**src/rtl/tp_pkg.sv**
```systemverilog
package tp_pkg;
  typedef enum logic {
    ORD_ROW = 1'b0,
    ORD_COL = 1'b1
  } store_order_e;
endpackage

```
**src/rtl/tp_addr_gen.sv**
```systemverilog
module tp_addr_gen
  import tp_pkg::*;
#(
  parameter int N = 16
) (
  input  logic          clk,
  input  logic          rst_n,
  input  logic          in_valid,
  input  logic          in_sol,
  input  logic          in_sof,
  output logic [$clog2(N*N)-1:0] addr
);
  localparam int CW = (N > 1) ? $clog2(N) : 1;
  localparam int AW = $clog2(N*N);

  logic [CW-1:0] row_q, col_q, row_d, col_d;
  logic [CW-1:0] cur_r, cur_c;
  store_order_e  ord_q, ord_d, cur_ord;

  // position of the pixel presented this cycle
  always_comb begin
    cur_c   = (in_sof || in_sol) ? '0 : col_q;
    cur_r   = in_sof ? '0 : (in_sol ? row_q + 1'b1 : row_q);
    cur_ord = in_sof ? ((ord_q == ORD_ROW) ? ORD_COL : ORD_ROW) : ord_q;
  end

  always_comb begin
    if (cur_ord == ORD_ROW)
      addr = AW'(cur_r) * AW'(N) + AW'(cur_c);
    else
      addr = AW'(cur_c) * AW'(N) + AW'(cur_r);
  end

  always_comb begin
    row_d = row_q;
    col_d = col_q;
    ord_d = ord_q;
    if (in_valid) begin
      row_d = cur_r;
      col_d = cur_c + 1'b1;
      ord_d = cur_ord;
    end
  end

  // ord_q starts as column order so that the first frame is row-major
  always_ff @(posedge clk or negedge rst_n) begin
    if (!rst_n) begin
      row_q <= '0;
      col_q <= '0;
      ord_q <= ORD_COL;
    end else begin
      row_q <= row_d;
      col_q <= col_d;
      ord_q <= ord_d;
    end
  end

  a_r6_order_flips: assert property (@(posedge clk) disable iff (!rst_n)
    (in_valid && in_sof) |=> (ord_q != $past(ord_q)));

  a_r7_idle_holds_pos: assert property (@(posedge clk) disable iff (!rst_n)
    !in_valid |=> ($stable(row_q) && $stable(col_q) && $stable(ord_q)));
endmodule

```
**src/rtl/tp_frame_mem.sv**
```systemverilog
module tp_frame_mem #(
  parameter int DATA_W = 8,
  parameter int DEPTH  = 256
) (
  input  logic                     clk,
  input  logic                     rst_n,
  input  logic                     en,
  input  logic [$clog2(DEPTH)-1:0] addr,
  input  logic [DATA_W-1:0]        wdata,
  output logic [DATA_W-1:0]        rdata
);
  logic [DATA_W-1:0] store [DEPTH];

  // read returns the old word; the new pixel replaces it at the same address
  always_ff @(posedge clk) begin
    if (en) begin
      rdata       <= store[addr];
      store[addr] <= wdata;
    end
  end

  a_r8_rdata_hold: assert property (@(posedge clk) disable iff (!rst_n)
    !en |=> $stable(rdata));
endmodule

```
**src/rtl/frame_transpose_buf.sv**
```systemverilog
module frame_transpose_buf #(
  parameter int DATA_W = 8,
  parameter int N      = 16
) (
  input  logic              clk,
  input  logic              rst_n,
  input  logic              in_valid,
  input  logic              in_sol,
  input  logic              in_sof,
  input  logic [DATA_W-1:0] in_pix,
  output logic              out_valid,
  output logic              out_sol,
  output logic              out_sof,
  output logic [DATA_W-1:0] out_pix
);
  localparam int DEPTH = N * N;
  localparam int AW    = $clog2(DEPTH);

  logic [AW-1:0] addr;
  logic seen_q, seen_d, primed_q, primed_d, primed_now;
  logic v_q, v_d, sol_q, sol_d, sof_q, sof_d;

  tp_addr_gen #(.N(N)) u_addr (
    .clk(clk), .rst_n(rst_n), .in_valid(in_valid),
    .in_sol(in_sol), .in_sof(in_sof), .addr(addr)
  );

  tp_frame_mem #(.DATA_W(DATA_W), .DEPTH(DEPTH)) u_mem (
    .clk(clk), .rst_n(rst_n), .en(in_valid), .addr(addr),
    .wdata(in_pix), .rdata(out_pix)
  );

  // the memory holds a full frame once the second frame start arrives
  always_comb begin
    primed_now = primed_q | (in_valid & in_sof & seen_q);
    seen_d     = seen_q | (in_valid & in_sof);
    primed_d   = primed_now;
    v_d        = in_valid & primed_now;
    sol_d      = in_valid & primed_now & in_sol;
    sof_d      = in_valid & primed_now & in_sof;
  end

  always_ff @(posedge clk or negedge rst_n) begin
    if (!rst_n) begin
      seen_q   <= 1'b0;
      primed_q <= 1'b0;
      v_q      <= 1'b0;
      sol_q    <= 1'b0;
      sof_q    <= 1'b0;
    end else begin
      seen_q   <= seen_d;
      primed_q <= primed_d;
      v_q      <= v_d;
      sol_q    <= sol_d;
      sof_q    <= sof_d;
    end
  end

  assign out_valid = v_q;
  assign out_sol   = sol_q;
  assign out_sof   = sof_q;

  a_r3_valid_follows: assert property (@(posedge clk) disable iff (!rst_n)
    (in_valid && primed_q) |=> out_valid);

  a_r7_idle_no_out: assert property (@(posedge clk) disable iff (!rst_n)
    !in_valid |=> !out_valid);

  a_r5_markers_qualified: assert property (@(posedge clk) disable iff (!rst_n)
    (out_sol || out_sof) |-> out_valid);

  a_r2_silent_before_second_sof: assert property (@(posedge clk) disable iff (!rst_n)
    (!seen_q && !in_sof) |=> !out_valid);
endmodule

```
**config.mk**
```make
export PLATFORM = sky130hd
export DESIGN_NAME = frame_transpose_buf
export DESIGN_NICKNAME = d
export VERILOG_FILES = /design/src/rtl/tp_pkg.sv /design/src/rtl/tp_addr_gen.sv /design/src/rtl/tp_frame_mem.sv /design/src/rtl/frame_transpose_buf.sv
export SDC_FILE = /design/constraint.sdc
export NUM_CORES = 2
export LEC_CHECK = 0
export BUFFER_PORTS_ARGS = -buffer_cell sky130_fd_sc_hd__clkbuf_2
export CAP_MARGIN = 10
export CORE_MARGIN = 2
export CORE_UTILIZATION = 25
export CTS_BUF_LIST = sky130_fd_sc_hd__clkbuf_4 sky130_fd_sc_hd__clkbuf_8
export DETAILED_ROUTE_END_ITERATION = 10
export PLACE_DENSITY = 0.36
export SLEW_MARGIN = 20
export SYNTH_ARGS = -nofsm -noshare
export SYNTH_HDL_FRONTEND = slang
export SYNTH_SLANG_ARGS = --single-unit
```
**constraint.sdc**
```tcl
create_clock -name clk -period 4.65 [get_ports clk]
set_input_delay 0.93 -clock clk [delete_from_list [all_inputs] [get_ports clk]]
set_output_delay 0.93 -clock clk [all_outputs]
set_load 0.02 [all_outputs]
```
Word-level counts from Yosys, hierarchy flattened
Memories as Yosys holds them, arrays and structs flattened. A register that Yosys moved wholly into a read port is not among the register bits.
Cells that the tools add are included.
{ "word_totals": {"register_bits": 14, "latch_bits": 0, "ram_bits": 2048, "rom_bits": 0, "inputBits": 13, "out_inout_bits": 11, "wordCells": 29, "memories": 1} }
{ "classes": {"add_sub_neg": 4, "mul": 0, "n_div": 0, "magnitude_cmp": 0, "n_eq_ne": 0, "n_shift": 0, "n_mux": 8, "bitwise_logic": 7, "n_reduce_logical": 1} }
{ "memory_table": {"columns": ["memory", "depth", "word_bits", "read_ports", "rd_clocked_by_memory_dff", "wr", "line", "rtl"], "rows": [
  ["u_mem.store", 256, 8, 1, 1, 1, "tp_frame_mem.sv:12", "logic [DATA_W-1:0] store [DEPTH];"]
]} }
{ "ops": {"columns": ["operator", "n"], "rows": [
  ["8-bit by 4-bit adder with 8-bit output", 2],
  ["4-bit 2-to-1 mux", 3],
  ["4-bit by 1-bit adder with 4-bit output (second input constant)", 2],
  ["8-bit 2-to-1 mux", 1],
  ["1-bit bitwise AND", 5],
  ["1-bit 2-to-1 mux", 4],
  ["1-bit OR", 2],
  ["1-bit logical OR", 1]
]} }

Longest topological paths before layout
{ "depth": {"word_depth": 5, "ltp_mapped": 16, "mapped_depth_nobuf": 10} }

By module
From an unflattened synthesis, not the netlist that was laid out.
{ "unflattened": {"cells_unflattened": 3645, "area_unflattened_um2": 79513.8} }
{ "by_module_without_submodules": {"columns": ["module", "n_inst", "cells_each", "area_each_um2", "seq_area_each_um2"], "rows": [
  ["tp_frame_mem", 1, 3547, 78572.9, 61739.2],
  ["tp_addr_gen", 1, 86, 769.5, 226.5],
  ["frame_transpose_buf", 1, 12, 171.4, 125.1]
]} }

Least setup slack after synthesis
OpenSTA, ideal clock, no wires.
{ "synth_timing": {"kind": "in2reg", "from": "in in_sof", "to": "mem u_mem.store[85][0], enable pin", "setup_time_ns": 0.370, "arrival_ns": 3.250, "required_ns": 4.280, "path_slack_ns": 1.029, "path_stages": 13, "n_path_buf": 7, "cell_sequence": "buf_4 > and4bb_1 > a21o_1 > buf_6 > buf_6 > buf_4 > buf_2 > buf_2 > nand2_1 > nor2_1 > nand2_1 > buf_2 > nor2_1"} }
{ "synth_via": {"elab_chain_cells": 4, "word_cells_on_any_way": 7, "cone_classes": "2 x add/sub; 4 x mux; 1 x reduce/logical"} }
{ "synth_lines": {"columns": ["element", "line", "rtl"], "rows": [
  ["start: declaration", "frame_transpose_buf.sv:9", "input logic in_sof,"],
  ["1-bit logical OR", "tp_addr_gen.sv:22", "cur_c = (in_sof || in_sol) ? '0 : col_q;"],
  ["4-bit 2-to-1 mux", "tp_addr_gen.sv:22", null],
  ["8-bit by 4-bit adder with 8-bit output, on equally long branches", "tp_addr_gen.sv:29, tp_addr_gen.sv:31", null],
  ["8-bit 2-to-1 mux (*)", "tp_addr_gen.sv:28", "if (cur_ord == ORD_ROW)"],
  ["end: declaration", "tp_frame_mem.sv:12", null]
]} }
Every way passes the cells marked *; elsewhere a longest branch is shown, timed or not.

Worst setup path after layout
{ "layout_timing": {"from": "reg u_addr.ord_q", "to": "reg u_mem.rdata[0] (read register of u_mem.store) (data pin)"} }
{ "layout_via": {"elab_chain_cells": 3} }
{ "layout_lines": {"columns": ["element", "line", "rtl"], "rows": [
  ["start: declaration", "tp_addr_gen.sv:18", "store_order_e ord_q, ord_d, cur_ord;"],
  ["start signal: assignment", "tp_addr_gen.sv:54", "ord_q <= ord_d;"],
  ["1-bit 2-to-1 mux", "tp_addr_gen.sv:24", "cur_ord = in_sof ? ((ord_q == ORD_ROW) ? ORD_COL : ORD_ROW) : ord_q;"],
  ["1-bit 2-to-1 mux (*)", "tp_addr_gen.sv:24", null],
  ["8-bit 2-to-1 mux (*)", "tp_addr_gen.sv:28", null],
  ["end: declaration", "tp_frame_mem.sv:10", "output logic [DATA_W-1:0] rdata"]
]} }
Marks and branches as above.
A chain may end at the register's enable or synchronous reset.

==> results.sh <==
export IMPL_maxCapViolations=0
export IMPL_critPathArrivalTime_ns=5.41
export IMPL_worstRegToRegCells=12
export IMPL_fin_crit_ns=4.63
export IMPL_grt_pass1_vias=52800
export IMPL_worst_setup_path_start_kind="flop"
export IMPL_seq_area_frac_synth_pct=74.9
export IMPL_row_count=211
export IMPL_outcome="finished, final reports clean"
export IMPL_hold_viol_final=0
export IMPL_place_inst=10600
export IMPL_cp_startpoint="u_addr.ord_q$_DFFE_PN1P_"
export IMPL_vias=53100
export IMPL_fin_skew_ns=0.101
export IMPL_final_cell_mix="2056 x edfxtp_1, 1201 x nand2_1, 635 x a21oi_1"
export IMPL_max_freq_mhz=216
export IMPL_fin_ws_ns=0.0163
export IMPL_async_flop_share_pct=0.676
export IMPL_tightest_slew_ns=1.11
export IMPL_leakage_nw=34.5
export IMPL_initial_core_util_pct=25.1
export IMPL_track_usage_pct=17.0
export IMPL_die_height_um=580
export IMPL_hold_class="input port to flop"
export IMPL_post_synth_inst_count=5932
export IMPL_path_max_fanout=15
export IMPL_grt_max_degree=109
export IMPL_drive_gt1_share_pct=20.0
export IMPL_place_area_um2=93400
export IMPL_place_congestion=0.819
export IMPL_syn_nets=5947
export IMPL_final_common_cell="edfxtp_1"
export IMPL_rsz0062_at_grt="no"
export IMPL_end_kind="flop"
export IMPL_drtAntennaViolNets=0
export IMPL_slew_viol_final=0
export IMPL_syn2layout_area_growth_pct=21.3
export IMPL_yosys_warnings=0
export IMPL_min_from="in_pix[4]"
export IMPL_synth_ff_type="edfxtp_1"
export IMPL_final_area_um2=101000
export IMPL_cellPowerDensity_nw_per_um2=461
export IMPL_clock_sinks=2070
export IMPL_overflow=0
export IMPL_rrSetupSlack_ns=0.02
export IMPL_relSlewSlack_pct=25.9
export IMPL_synth_edff_count=2056
export IMPL_stdcell_count=11300
export IMPL_antenna_found_initial=17
export IMPL_die_w_um=580
export IMPL_postSynthAreaPerCell_um2=14.0
export IMPL_clock_latency_ns=1.08
export IMPL_hold_path_depth=1
export IMPL_ys_ff_latch=2070
export IMPL_cts_inserted_buffers=372
export IMPL_min_to="u_mem.store[59][4]$_DFFE_PP_"
export IMPL_slowest_delay_ns=0.77
export IMPL_cpMostUsedCell="buf_4"
export IMPL_wl_per_cell_um=26.0
export IMPL_period_share_pct=99.6
export IMPL_drt_iter0_markers=4849
export IMPL_io_buffer_count=23
export IMPL_critPathKind="flop to flop"
export IMPL_hpwlAfterDp_mm=187
export IMPL_timing_rr_end="u_mem.rdata[0]$_DFFE_PP_"
export IMPL_final_setup_viol_count=0
export IMPL_num_io_pins=24
export IMPL_tritoncts="yes"
export IMPL_drt_total_wl_mm=294
export IMPL_htreeDepth=5
export IMPL_clock_path_buffers=4
export IMPL_drc=0
export IMPL_place_ws_ns=-0.448
export IMPL_final_nets=6661
export IMPL_path_cells="mux2_4 -> a21oi_4 -> buf_12 -> buf_4 -> mux2i_1 -> o32ai_1 -> o41ai_1 -> buf_4 -> nor4_2 -> buf_4 -> a211oi_1 -> nand3_1"
export IMPL_cts_setup_buffers=0
export IMPL_crit_required_ns=5.43
export IMPL_max_vdd_ir_drop_uv=219
export IMPL_coreArea_um2=330000
export IMPL_grt_first_pass_wirelength_mm=413
export IMPL_cp_slowest_cell="dfstp_2"
export IMPL_synth_area_um2=82900
export IMPL_dr_pass1_iters=7
export IMPL_fill_cells=33300
export IMPL_ys_types=80
export IMPL_clock_root_buffer="clkbuf_8"
export IMPL_dieArea_um2=336000
export IMPL_cts_clk_slew_worst_paths_ns=0.07
export IMPL_reg2reg_from="u_addr.ord_q$_DFFE_PN1P_"
export IMPL_avgViaCountPerCell=4.69
-- worst max path at each step --
| stage | to | depth (start not counted) |
|---|---|---|
| after floorplan | u_mem.store[85][0]$_DFFE_PP_ | 13 |
| after global placement | u_mem.rdata[5]$_DFFE_PP_ | 15 |
| after detailed placement | u_mem.rdata[5]$_DFFE_PP_ | 15 |
| after CTS | u_mem.rdata[3]$_DFFE_PP_ | 12 |
| after global routing | u_mem.rdata[0]$_DFFE_PP_ | 12 |
| final | u_mem.rdata[0]$_DFFE_PP_ | 12 |
-- sequential cells by signal (all words and copies together) (netlist names) --
signal and count:
u_addr.row_q 4, seen_q 1, out_sof 1, u_addr.col_q 4, u_addr.ord_q 1, out_valid 1, u_mem.rdata 8, out_sol 1
u_mem.store 2048, primed_q 1
-- layer usage --
layer | GRT usage, % | routed length (µm)
met5 | 0 | 13
met2 | 27.9 | 140000
met1 | 23.5 | 133000
met3 | 2.22 | 13900
met4 | 4.39 | 6820
-- final cells by class --
type	instances	area, µm²	area share, %
well taps	4366	5460	5.43
clock inverters	166	992	0.987
flip-flops and latches	2070	62100	61.8
multi-input cells	3442	18700	18.6
diodes	4	10.0	0.00996
inverters	7	26.3	0.0261
clock buffers	500	6140	6.11
repair buffers	753	7100	7.06
-- cell usage after synthesis, drive strengths merged, types with 3 or more instances --
cell type	number	area (µm²)
edfxtp	2056	61700
nand2	1216	4560
a21oi	642	3240
nor2	323	1240
buf	320	1850
nand3	254	1280
a22oi	210	1580
mux2i	210	2110
clkbuf	93	349
a32oi	81	709
a21o	73	548
o21ai	52	260
o22ai	38	238
nand4	35	219
a221oi	32	287
a32o	31	310
nor4	25	193
and3	23	144
a22o	20	175
a211oi	18	145
nor3	18	105
a222oi	16	160
or3	14	87.6
dfrtp	13	325
o211ai	12	100
o31ai	9	67.6
a2111oi	8	76.3
o311ai	8	70.1
o32ai	8	70.1
a311oi	7	61.3
inv	7	26.3
a21boi	6	45.0
and2	6	37.5
o41ai	6	52.6
mux2	4	52.6
nor2b	4	25.0
a31oi	3	18.8
nand3b	3	22.5
-- metrics by stage --
stage | power (mW) | TNS [ns] | utilization [%] | hold slack (ns)
after floorplan | 25.5 | 0 | - | 0.436
after global placement | 29.9 | -2.34 | 28.3 | 0.450
after detailed placement | 29.9 | -1.93 | 28.3 | 0.464
after CTS | 47.0 | 0 | 30.5 | 0.204
after global routing | 48.2 | 0 | 30.5 | 0.292
final | 46.3 | 0 | 30.5 | 0.334
-- logic make-up after synthesis --
group	synth area share (%)
buffers and inverters	2.69
xor gates and xnor gates	0.0211
AOI/OAI and AO/OA	10.0
DFF	74.9
muxes	2.62
adders and majority gates	0.0302
and+or+nand+nor	9.68
-- critical path: cells and delay by family (launching register included) --
kind | cells | cell delay [ns]
and+or+nand+nor | 2 | 0.18
DFF | 1 | 0.77
muxes | 2 | 0.66
buffers and inverters | 4 | 0.76
AOI/OAI and AO/OA | 4 | 1.96
-- power breakdown --
| group | internal (mW) | switching [mW] |
|---|---|---|
| clock network | 8.96 | 7.95 |
| registers | 20.7 | 0.184 |
| logic | 2.91 | 5.65 |
-- repair_timing --
action,4_1_cts,5_1_grt
setup endpoints to repair,1,1
hold buffers,1,0
hold endpoints to repair,13,0
gates resized for setup,1,1
Note: power is estimated with default switching activity, not from simulation.
